<file path="config.mk">
export PLATFORM = sky130hd
export DESIGN_NAME = smem_seq
export DESIGN_NICKNAME = d
export VERILOG_FILES = /design/src/rtl/smem_pkg.sv /design/src/rtl/smem_cfg_bank.sv /design/src/rtl/smem_strobe_gen.sv /design/src/rtl/smem_seq.sv
export SDC_FILE = /design/constraint.sdc
export NUM_CORES = 1
export LEC_CHECK = 0
export ABC_AREA = 1
export BUFFER_PORTS_ARGS = -buffer_cell sky130_fd_sc_hd__buf_4
export CORE_MARGIN = 2
export CORE_UTILIZATION = 55
export DETAILED_ROUTE_END_ITERATION = 12
export PLACE_DENSITY_LB_ADDON = 0.15
export SYNTH_ARGS = -nofsm -noshare
export SYNTH_HDL_FRONTEND = slang
export SYNTH_SLANG_ARGS = --single-unit
</file>
<file path="constraint.sdc">
create_clock -name clk -period 7 [get_ports clk]
set_clock_uncertainty 0.2 [all_clocks]
set_input_delay 0.35 -clock clk [delete_from_list [all_inputs] [get_ports clk]]
set_output_delay 0.35 -clock clk [all_outputs]
set_load 0.05 [all_outputs]
</file>
<file path="src/rtl/smem_pkg.sv">
package smem_pkg;

  localparam int TW    = 4;
  localparam int CFG_W = 6 * TW + 1;

  // bit 24 mode, then rd hold/pulse/setup, then wr hold/pulse/setup at the bottom
  typedef struct packed {
    logic          wmode;
    logic [TW-1:0] rd_hold;
    logic [TW-1:0] rd_pulse;
    logic [TW-1:0] rd_setup;
    logic [TW-1:0] wr_hold;
    logic [TW-1:0] wr_pulse;
    logic [TW-1:0] wr_setup;
  } tcfg_t;

  typedef enum logic [2:0] {PH_IDLE, PH_SETUP, PH_PULSE, PH_HOLD, PH_WAIT} phase_t;
  typedef enum logic [1:0] {GAP_NONE, GAP_CSCHG, GAP_EARLY} gap_t;

  function automatic logic [TW-1:0] f_setup(input tcfg_t t, input logic wr);
    return wr ? t.wr_setup : t.rd_setup;
  endfunction

  function automatic logic [TW-1:0] f_pulse(input tcfg_t t, input logic wr);
    return wr ? t.wr_pulse : t.rd_pulse;
  endfunction

  function automatic logic [TW-1:0] f_hold(input tcfg_t t, input logic wr);
    return wr ? t.wr_hold : t.rd_hold;
  endfunction

  function automatic phase_t f_entry(input tcfg_t t, input logic wr);
    return (f_setup(t, wr) != '0) ? PH_SETUP : PH_PULSE;
  endfunction

  // counter value loaded on entering the first phase (remaining clocks minus one)
  function automatic logic [TW-1:0] f_entry_cnt(input tcfg_t t, input logic wr);
    return (f_setup(t, wr) != '0) ? f_setup(t, wr) - 1'b1 : f_pulse(t, wr);
  endfunction

  // idle-clock decision for a request taken in the final clock of the previous access
  function automatic gap_t f_gap(input logic adjacent, input logic same_cs,
                                 input logic prev_wr, input logic new_wr,
                                 input logic [TW-1:0] prev_hold, input logic prev_mode,
                                 input logic [TW-1:0] new_rd_setup);
    if (!adjacent)     return GAP_NONE;
    if (!same_cs)      return GAP_CSCHG;
    if (prev_wr && !new_wr && prev_hold == '0 && (prev_mode || new_rd_setup == '0))
      return GAP_EARLY;
    return GAP_NONE;
  endfunction

endpackage

</file>
<file path="src/rtl/smem_cfg_bank.sv">
module smem_cfg_bank
  import smem_pkg::*;
#(
  parameter int NCS = 2,
  parameter int CSW = 1
) (
  input  logic             clk,
  input  logic             rst_n,
  input  logic             wr_en,
  input  logic [CSW-1:0]   wr_sel,
  input  logic [CFG_W-1:0] wr_word,
  output tcfg_t            tab [NCS]
);

  for (genvar g = 0; g < NCS; g++) begin : g_slot
    tcfg_t slot_q;
    always_ff @(posedge clk or negedge rst_n) begin
      if (!rst_n)                             slot_q <= '0;
      else if (wr_en && wr_sel == CSW'(g))    slot_q <= tcfg_t'(wr_word);
    end
    assign tab[g] = slot_q;
  end

endmodule

</file>
<file path="src/rtl/smem_strobe_gen.sv">
module smem_strobe_gen
  import smem_pkg::*;
#(
  parameter int NCS = 2,
  parameter int CSW = 1,
  parameter int BW  = 2
) (
  input  phase_t          phase,
  input  gap_t            gap,
  input  logic            is_wr,
  input  logic            wmode,
  input  logic [CSW-1:0]  cs_idx,
  input  logic [BW-1:0]   be,
  output logic [NCS-1:0]  cs_n,
  output logic            we_n,
  output logic            rd_n,
  output logic [BW-1:0]   bs_n,
  output logic            dout_en
);

  logic in_access, in_pulse, early_wait, cs_on;
  logic [NCS-1:0] cs_onehot;

  assign in_access  = (phase == PH_SETUP) || (phase == PH_PULSE) || (phase == PH_HOLD);
  assign in_pulse   = (phase == PH_PULSE);
  assign early_wait = (phase == PH_WAIT) && (gap == GAP_EARLY);
  assign cs_onehot  = {{(NCS-1){1'b0}}, 1'b1} << cs_idx;

  always_comb begin
    cs_on = 1'b0;
    we_n  = 1'b1;
    rd_n  = 1'b1;
    if (in_access) begin
      if (is_wr) begin
        cs_on = wmode ? 1'b1 : in_pulse;
        we_n  = wmode ? !in_pulse : 1'b0;
      end else begin
        cs_on = 1'b1;
        rd_n  = !in_pulse;
      end
    end else if (early_wait) begin
      cs_on = 1'b1;
    end
  end

  assign cs_n    = cs_on ? ~cs_onehot : '1;
  assign bs_n    = cs_on ? ~be : '1;
  assign dout_en = (in_access && is_wr) || early_wait;

endmodule

</file>
<file path="src/rtl/smem_seq.sv">
module smem_seq
  import smem_pkg::*;
#(
  parameter int NCS = 2,
  parameter int AW  = 24,
  parameter int DW  = 16,
  localparam int CSW = (NCS > 1) ? $clog2(NCS) : 1,
  localparam int BW  = DW / 8
) (
  input  logic             clk,
  input  logic             rst_n,
  input  logic             cfg_we,
  input  logic [CSW-1:0]   cfg_sel,
  input  logic [CFG_W-1:0] cfg_word,
  input  logic             req_valid,
  output logic             req_ready,
  input  logic             req_write,
  input  logic [CSW-1:0]   req_cs,
  input  logic [AW-1:0]    req_addr,
  input  logic [DW-1:0]    req_wdata,
  input  logic [BW-1:0]    req_be,
  output logic             rd_valid,
  output logic [DW-1:0]    rd_data,
  output logic [NCS-1:0]   mem_cs_n,
  output logic             mem_we_n,
  output logic             mem_rd_n,
  output logic [BW-1:0]    mem_bs_n,
  output logic [AW-1:0]    mem_addr,
  output logic [DW-1:0]    mem_dout,
  output logic             mem_dout_en,
  input  logic [DW-1:0]    mem_din
);

  tcfg_t cfg_tab [NCS];

  smem_cfg_bank #(.NCS(NCS), .CSW(CSW)) u_cfg (
    .clk(clk), .rst_n(rst_n), .wr_en(cfg_we), .wr_sel(cfg_sel),
    .wr_word(cfg_word), .tab(cfg_tab)
  );

  // access currently on the bus
  phase_t          phase;
  logic [TW-1:0]   cnt;
  tcfg_t           cur;
  logic            bus_wr;
  logic [CSW-1:0]  bus_cs;
  logic [AW-1:0]   bus_addr;
  logic [DW-1:0]   bus_wdata;
  logic [BW-1:0]   bus_be;
  gap_t            gap_q;
  // access parked behind an idle clock
  tcfg_t           job_t;
  logic            job_wr;
  logic [CSW-1:0]  job_cs;
  logic [AW-1:0]   job_addr;
  logic [DW-1:0]   job_wdata;
  logic [BW-1:0]   job_be;

  // named internal events
  tcfg_t req_t;
  logic  last_cyc, accept, capture_rd;
  gap_t  gap_new;

  assign req_t      = cfg_tab[req_cs];
  assign last_cyc   = (phase == PH_PULSE && cnt == '0 && f_hold(cur, bus_wr) == '0) ||
                      (phase == PH_HOLD  && cnt == '0);
  assign req_ready  = (phase == PH_IDLE) || last_cyc;
  assign accept     = req_valid && req_ready;
  assign capture_rd = (phase == PH_PULSE) && (cnt == '0) && !bus_wr;
  assign gap_new    = f_gap(phase != PH_IDLE, req_cs == bus_cs, bus_wr, req_write,
                            cur.wr_hold, cur.wmode, req_t.rd_setup);

  always_ff @(posedge clk or negedge rst_n) begin
    if (!rst_n) begin
      phase <= PH_IDLE;   cnt <= '0;        cur <= '0;
      bus_wr <= 1'b0;     bus_cs <= '0;     bus_addr <= '0;
      bus_wdata <= '0;    bus_be <= '0;     gap_q <= GAP_NONE;
      job_t <= '0;        job_wr <= 1'b0;   job_cs <= '0;
      job_addr <= '0;     job_wdata <= '0;  job_be <= '0;
      rd_valid <= 1'b0;   rd_data <= '0;
    end else begin
      rd_valid <= capture_rd;
      if (capture_rd) rd_data <= mem_din;
      if (accept) begin
        if (gap_new != GAP_NONE) begin
          phase <= PH_WAIT;   gap_q <= gap_new;
          job_t <= req_t;     job_wr <= req_write;  job_cs <= req_cs;
          job_addr <= req_addr; job_wdata <= req_wdata; job_be <= req_be;
        end else begin
          cur <= req_t;       bus_wr <= req_write;  bus_cs <= req_cs;
          bus_addr <= req_addr; bus_wdata <= req_wdata; bus_be <= req_be;
          phase <= f_entry(req_t, req_write);
          cnt   <= f_entry_cnt(req_t, req_write);
        end
      end else if (last_cyc) begin
        phase <= PH_IDLE;
      end else begin
        case (phase)
          PH_SETUP: if (cnt == '0) begin
                      phase <= PH_PULSE;
                      cnt   <= f_pulse(cur, bus_wr);
                    end else cnt <= cnt - 1'b1;
          PH_PULSE: if (cnt == '0) begin
                      phase <= PH_HOLD;
                      cnt   <= f_hold(cur, bus_wr) - 1'b1;
                    end else cnt <= cnt - 1'b1;
          PH_HOLD:  cnt <= cnt - 1'b1;
          PH_WAIT:  begin
                      cur <= job_t;       bus_wr <= job_wr;   bus_cs <= job_cs;
                      bus_addr <= job_addr; bus_wdata <= job_wdata; bus_be <= job_be;
                      phase <= f_entry(job_t, job_wr);
                      cnt   <= f_entry_cnt(job_t, job_wr);
                    end
          default:  ;
        endcase
      end
    end
  end

  smem_strobe_gen #(.NCS(NCS), .CSW(CSW), .BW(BW)) u_strb (
    .phase(phase), .gap(gap_q), .is_wr(bus_wr), .wmode(cur.wmode),
    .cs_idx(bus_cs), .be(bus_be), .cs_n(mem_cs_n), .we_n(mem_we_n),
    .rd_n(mem_rd_n), .bs_n(mem_bs_n), .dout_en(mem_dout_en)
  );

  assign mem_addr = bus_addr;
  assign mem_dout = bus_wdata;

  // ---------------- assertions ----------------
  assert_one_cs_R11: assert property (@(posedge clk) disable iff (!rst_n)
    $onehot0(~mem_cs_n));

  assert_strobe_excl_R4: assert property (@(posedge clk) disable iff (!rst_n)
    !(!mem_we_n && !mem_rd_n));

  assert_rdv_after_read_R4: assert property (@(posedge clk) disable iff (!rst_n)
    rd_valid |-> $past(!mem_rd_n));

  assert_single_idle_R10: assert property (@(posedge clk) disable iff (!rst_n)
    (phase == PH_WAIT) |=> (phase != PH_WAIT));

  assert_idle_blocks_req_R10: assert property (@(posedge clk) disable iff (!rst_n)
    (phase == PH_WAIT) |-> !req_ready);

  assert_early_keeps_write_R8: assert property (@(posedge clk) disable iff (!rst_n)
    (phase == PH_WAIT && gap_q == GAP_EARLY) |->
      ($stable(mem_addr) && $stable(mem_cs_n) && $stable(mem_bs_n) &&
       $stable(mem_dout) && mem_we_n && mem_rd_n));

  assert_cs_change_quiet_R6: assert property (@(posedge clk) disable iff (!rst_n)
    (phase == PH_WAIT && gap_q == GAP_CSCHG) |->
      ((&mem_cs_n) && mem_we_n && mem_rd_n && $stable(mem_addr)));

endmodule

</file>
==> results of run 1 <==
## final timing paths
path | depth (start not counted) | slack, ns | to | startpoint
max | 13 | 2.01 | cur[5]$_DFFE_PN0P_ | bus_wr$_DFFE_PN0P_
min | 2 | 0.19 | rd_data[2]$_DFFE_PN0P_ | rst_n
max reg2reg | 13 | 2.01 | cur[5]$_DFFE_PN0P_ | bus_wr$_DFFE_PN0P_
min reg2reg | 2 | 0.27 | rd_data[4]$_DFFE_PN0P_ | rd_data[4]$_DFFE_PN0P_
max in group asynchronous | 3 | 5.11 | mem_dout[5]$_DFFE_PN0P_ | rst_n
min in group clk | 3 | 0.20 | job_wr$_DFFE_PN0P_ | req_write
## critical path, cell delays in order (launching register included)
cell and delay [ns]:
dfrtp_1 0.56, o21ai_0 0.46, ha_1 0.24, inv_1 0.05
nor2_1 0.10, nand3_1 0.11, nand3_2 0.15, nand2_4 0.51
inv_4 0.50, nand3_4 0.53, nand2_2 0.85, buf_4 0.43
nand2_1 0.09, o21ai_0 0.09
## power groups by stage
stage	sequential, W	clock, W	combinational, W
floorplan	0.00126	0	0.0000862
global placement	0.00126	0	0.000175
detailed placement	0.00127	0	0.000177
CTS	0.00124	0.00127	0.000217
global route	0.00125	0.00132	0.000246
finish	0.00125	0.00126	0.000218
## sequential cells by signal (all words and copies together) (netlist names), 2 cells and up
signal,count
rd_data,16
job_wdata,16
phase,3
job_be,2
job_t,25
u_cfg.tab,50
cur,17
cnt,4
mem_dout,16
mem_addr,24
gap_q,2
job_addr,24
bus_be,2
## cells by family (layout without fill, tap and decap cells)
logic type	Yosys count	in the layout	share of synthesized area
buffers and inverters	198	412	0.0860
AOI/OAI and AO/OA	232	232	0.118
DFF	206	206	0.522
xor gates and xnor gates	4	4	0.00355
adders and majority gates	5	5	0.00634
muxes	3	3	0.00304
and+or+nand+nor	638	638	0.261
## Yosys cell counts, types with 4 or more instances
cell	instances	area share
a21oi_1	8	0.0041
buf_2	24	0.012
buf_4	4	0.0030
buf_6	7	0.0080
clkbuf_1	30	0.011
dfrtp_1	206	0.52
ha_1	5	0.0063
inv_1	123	0.047
nand2_1	511	0.19
nand2_2	4	0.0025
nand3_1	68	0.034
nand4_1	4	0.0025
nor2_1	34	0.013
nor2_2	4	0.0025
o21ai_0	203	0.10
o21ai_1	19	0.0096
## stage by stage
stage | util | hold WS [ns] | power (W) | instances
floorplan | - | -0.146 | 0.00135 | 1286
global placement | 0.632 | 0.177 | 0.00144 | 1601
detailed placement | 0.632 | 0.183 | 0.00144 | 1601
CTS | 0.726 | 0.185 | 0.00274 | 1725
global route | 0.726 | 0.245 | 0.00281 | 1725
finish | 0.726 | 0.194 | 0.00272 | 1725
## metal layers
layer  vias up  share of wire  global-route usage
met5         -              0                   0
met4         0          0.025              0.0731
met3        46          0.058              0.0336
met2       272           0.47               0.426
met1      4102           0.44               0.363
li1       4442              -                   -
## cell type report
| type | count | share of cell area |
|---|---|---|
| Timing Repair Buffer | 244 | 0.162 |
| Sequential cell | 206 | 0.408 |
| Multi-Input combinational cell | 882 | 0.307 |
| Clock inverter | 9 | 0.0123 |
| Inverter | 128 | 0.0384 |
| Clock buffer | 31 | 0.0503 |
| Tap cell | 225 | 0.0223 |
==> out/qor.txt, run 1 <==
First-pass DRT Iterations: 5
Total CTS buffers: 22
Root Driver: clkbuf_16
Final Setup Violations: 0
Int Power: 0.00211 W
Wire per inst: 14.1 µm
Most common cell after layout, fill and taps aside: nand2_1
Combinational fraction of design power: 0.080
Drt total wl: 24400 µm
Die area: 0.0190 mm²
Area after DPL: 0.0110 mm²
Fin. max-slew vios: 0
Slew headroom: 0.240
Setup TNS: 0 ns
Worst slew pin tran: 1.14 ns
Setup Slack @ Placement: 1.96 ns
Hpwl dp: 15200 µm
Post-CTS Resized: 0
Synth Flop Type: dfrtp_1
Initial DRC count: 774
Port bufs: 154
Max Root-Sink Buffers: 3
Tcrit/Tclk final: 0.713
Synth unique cells: 31
Post-CTS setup buffer count: 0
Clock transition at path regs: 0.06 ns
First-pass GRT wire length: 39600 µm
Area of the core: 0.0174 mm²
Fin worst setup slack: 2.01 ns
ANT nets after route: 0
Post-Synthesis Cells: 1286
Final Hold Viols: 0
Tmin final: 4.99 ns
Max_cap viols: 0
Max Fclk: 200 MHz
Layout cell share with drive strength beyond 1: 0.145
Die Wd: 138 µm
Peak supply drop: 0.217 mV
Outcome: finished, final reports clean
Multi-input logic area: 0.00388 mm²
Cts hold-fix bufs: 84
Type of the worst min-delay path: in2async
Syn-to-layout area delta: 28.0%
Clock H-tree levels: 1
Ys Warns: 0
Mapped Area: 0.00987 mm²
Global placement routability congestion: 0.977
Register bit total from synthesis: 206
CP Class: reg2reg
Sw Share: 0.225
Vias in the first global route: 8304
Worst path arrival time: 5.21 ns
Part of the power in registers: 0.458
ANT cells: 0
Total gr overflow: 0
Filler cells: 1359
Avg Inst Size Synth: 7.67 µm²
Largest net degree at the start of global routing: 106
Cell area after layout: 0.0126 mm²
Number of synthesized flops with an enable pin: 0
Remaining DRCs: 0
Clock Latency Late Sink: 0.50 ns
Post-detailed-route via-to-cell ratio: 5.14
# clock sinks: 206
Initial antenna violation count: 0
Crit Path Max Fanout: 105
Clock network power share: 0.462
P per Cell Area: 215 mW/mm²
Most frequent cells in the layout: nand2_1, dfrtp_1, o21ai_0, buf_4, inv_1
Worst setup SP type: register
Switching power: 0.000613 W
Die Y: 138 µm
Cell row count: 48
Initial Utilization: 0.567
Nets: 1579
Syn Nets: 1381
Leakage Power: 6.50 nW
Required time worst endpoint: 7.21 ns
Crit. End Element: register
Post-synthesis async set-or-reset flop share: 1.00
Ports: 155
CTS tree: done
Via Count: 8862
Unrepaired setup endpoints after global routing: no
Seq/Total Area, Yosys: 0.522
Gr usage total: 0.259
Register Area: 0.00515 mm²
(Power assumes the default switching activity.)
==> run 2: changes to the inputs <==
ABC_AREA = 0   (was 1)
CORE_UTILIZATION = 51   (was 55)
clock period = 4.5 ns   (was 7 ns; I/O delays follow)
==> run 2 against run 1 <==
  * Via count down 19%
  * Global-route usage down 4.2 points
  * Area after synthesis down 2.2%
  * Fmax up 46%
  * Critical endpoint is now cur[10]$_DFFE_PN0P_
  * Clock power up 55%
  * Sequential share of layout area about the same
  * Critical path depth down 6
  * Non-clock buffer count up 4
  * First-iteration DRC count down 53%
==> out/qor.txt, run 2 <==
Tcrit/Tclk final: 0.757 (+0.0443)
Via Count: 7162 (-19%)
Cell row count: 50 (+4.2%)
Placed Cells: 1211 (-24%)
Port bufs: 154 (unchanged)
Avg Inst Size Synth: 11.1 µm² (+45%)
Max Root-Sink Buffers: 3 (unchanged)
Nets: 1183 (-25%)
Number of synthesized flops with an enable pin: 0 (unchanged)
Share of Yosys cell area claimed by the top area cell type: 0.534 (+0.0119)
Area of the core: 0.0186 mm² (+7.0%)
Post-CTS setup buffer count: 0 (unchanged)
Initial DRC count: 366 (-53%)
Worst path arrival time: 3.59 ns (-1.62 ns)
Root Driver: clkbuf_16
CTS tree: done
Die Wd: 142 µm (+2.6%)
Largest cells by area after synthesis: dfrtp_1, mux2_2, mux2i_1
Required time worst endpoint: 4.68 ns (-2.53 ns)
Post-CTS Resized: 0 (unchanged)
Leakage Power: 6.06 nW (-6.7%)
Clock Latency Late Sink: 0.52 ns (+0.02 ns)
Synth Flop Type: dfrtp_1
Crit. End Element: register
Clock transition at path regs: 0.06 ns (about the same)
Total gr overflow: 0 (unchanged)
Max FFs per register: 50 (unchanged)
Final Setup Violations: 0 (unchanged)
Initial antenna violation count: 0 (unchanged)
Max_cap viols: 0 (unchanged)
Gr usage total: 0.217 (-0.0423)
Synth area leader: dfrtp_1
Crit Path Max Fanout: 101 (-3.8%)
Peak supply drop: 0.320 mV (+47%)
Hold WS: 0.0651 ns (-0.129 ns)
Slowest Stage Delay on Critical Path: 0.76 ns (-0.09 ns)
P per Cell Area: 666 mW/mm² (+210%)
Post-Synthesis Cells: 869 (-32%)
Type of the worst min-delay path: in2reg
Max Fclk: 293 MHz (+46%)
Crit path buf inv count: 1 (-2)
Int Power: 0.00504 W (+140%)
Synth cell count leaders: dfrtp_1, nand2_1, o21ai_0
Finished Layout Cells: 1338 (-22%)
Switching power: 0.00336 W (+450%)
ANT nets after route: 0 (unchanged)
First-pass DRT Iterations: 4 (-1)
Die Y: 142 µm (+2.6%)
Synth unique cells: 59 (+90%)
Largest net degree at the start of global routing: 120 (+13%)
Final Hold Viols: 0 (unchanged)
Seq/Total Area, Yosys: 0.534 (+0.0119)
Slew headroom: 0.203 (-0.0373)
Post-synthesis async set-or-reset flop share: 1.00 (unchanged)
Layout cell share with drive strength beyond 1: 0.287 (+0.142)
Wire per inst: 16.1 µm (+14%)
Slowest library cell on the worst path: dfrtp_1
First-pass GRT wire length: 35500 µm (-10%)
Die area: 0.0200 mm² (+5.3%)
Vias in the first global route: 7047 (-15%)
# clock sinks: 206 (unchanged)
Fin. max-slew vios: 0 (unchanged)
Unrepaired setup endpoints after global routing: no
ANT cells: 0 (unchanged)
Most frequent cells in the layout: dfrtp_1, nand2_1, buf_4, o21ai_0, mux2_2
Tmin final: 3.41 ns (-1.58 ns)
Top Family by Delay on Critical Path: compound AO/OA/AOI/OAI gates
Worst reg2reg setup slack: 1.09 ns (-0.92 ns)
Ports: 155 (unchanged)
Initial Utilization: 0.518 (-0.0491)
Worst setup SP type: register
Post-detailed-route via-to-cell ratio: 5.35 (+4.2%)
Register bit total from synthesis: 206 (unchanged)
Global placement routability congestion: 0.835 (-15%)
Syn Nets: 964 (-30%)
Worst Hold Path EP: job_t[14]$_DFFE_PN0P_
Worst reg2reg endpoint: cur[10]$_DFFE_PN0P_
Worst reg2reg path depth: 7 (-6)
Clock network power share: 0.232 (-0.230)
Remaining DRCs: 0 (unchanged)
Total CTS buffers: 23 (+4.5%)
Syn-to-layout area delta: 30.8%
Top-count cell post-synth: dfrtp_1
Worst slew pin tran: 1.19 ns (+0.0570 ns)
Crit path cell chain: mux2i_1 -> ha_1 -> o21ai_1 -> a211o_2 -> o21a_4 -> buf_12 -> o21ai_0
Mapped Area: 0.00965 mm² (-2.2%)
Hold Startpoint: req_cs
Part of the power in registers: 0.359 (-0.099)
Drt total wl: 21500 µm (-12%)
Ys Warns: 0 (unchanged)
Outcome: finished, final reports clean
Hold Path Stages: 3
CP Class: reg2reg
Setup TNS: 0 ns (unchanged)
Worst reg2reg startpoint: bus_wr$_DFFE_PN0P_
Combinational fraction of design power: 0.409 (+0.329)
Hpwl dp: 14100 µm (-7.4%)
Clock H-tree levels: 1 (unchanged)
Most common cell after layout, fill and taps aside: dfrtp_1
Sw Share: 0.400 (+0.174)
run 2: cell types whose count changed after synthesis, moves of 8 or more:
cell,change
a21oi_1,+8
inv_1,-115
mux2_2,+100
mux2i_1,+75
nand2_1,-346
nand3_1,-66
nor2_1,-14
o21ai_0,-90
o21ai_1,-15
run 2: power by group through the flow:
| stage | sequential [W] | clock, W | combinational [W] |
|---|---|---|---|
| floorplan | 0.00370 | 0 | 0.00172 |
| detailed placement | 0.00304 | 0 | 0.00339 |
| global placement | 0.00302 | 0 | 0.00334 |
| finish | 0.00301 | 0.00195 | 0.00344 |
| CTS | 0.00301 | 0.00199 | 0.00346 |
| global route | 0.00311 | 0.00207 | 0.00376 |
run 2: repair_timing:
item,CTS,global route
hold endpoints to repair,272,0
hold buffers,86,0
endpoints found under the setup margin,0,0
run 2: metal layers:
layer  up-vias  GRT usage  share of wire
met3        36     0.0304          0.038
met5         -          0              0
li1       3484          -              -
met2       154      0.342           0.46
met1      3488      0.317           0.48
met4         0     0.0595          0.022
run 2: worst max path at each step:
stage / startpoint / end / slack, ns / cells after the start
6_report: bus_wr$_DFFE_PN0P_ / cur[10]$_DFFE_PN0P_ / 1.09 / 7
5_1_grt: bus_wr$_DFFE_PN0P_ / cur[24]$_DFFE_PN0P_ / 0.84 / 7
4_1_cts: bus_wr$_DFFE_PN0P_ / mem_addr[7]$_DFFE_PN0P_ / 1.11 / 7
3_5_place_dp: bus_wr$_DFFE_PN0P_ / mem_addr[7]$_DFFE_PN0P_ / 1.12 / 7
3_3_place_gp: bus_wr$_DFFE_PN0P_ / mem_dout[6]$_DFFE_PN0P_ / 1.24 / 7
2_1_floorplan: bus_wr$_DFFE_PN0P_ / job_wdata[4]$_DFFE_PN0P_ / 1.73 / 10
run 2: cells by family (layout without fill, tap and decap cells):
logic type,after synthesis,in the layout,share of synthesized area
and+or+nand+nor,231,231,0.104
DFF,206,206,0.534
muxes,190,190,0.220
AOI/OAI and AO/OA,168,168,0.0992
buffers and inverters,63,298,0.0306
xor gates and xnor gates,6,6,0.00545
adders and majority gates,5,5,0.00648
run 2: final cells by class:
type / count / area [µm²]
clock buffer: 35 / 701
clock inverter: 6 / 104
fill: 1405 / 6020
inverter: 9 / 33.8
tap: 234 / 293
sequential: 206 / 5150
multi-input combinational: 600 / 4220
timing repair buffer: 248 / 2120
run 2: worst register-to-register path: stages (launching register included):
cell	delay, ns
dfrtp_1	0.76
mux2i_1	0.21
ha_1	0.26
o21ai_1	0.23
a211o_2	0.69
o21a_4	0.35
buf_12	0.34
o21ai_0	0.24
run 2: through the flow:
step	instance area (µm²)	power, W	util	worst slack [ns]
after CTS	12600	0.00846	0.677	1.11
after global routing	12600	0.00894	0.677	0.839
after detailed placement	11000	0.00643	0.588	1.12
after global placement	11000	0.00636	0.588	1.24
after floorplan	9650	0.00542	-	1.73
final	12600	0.00840	0.677	1.09
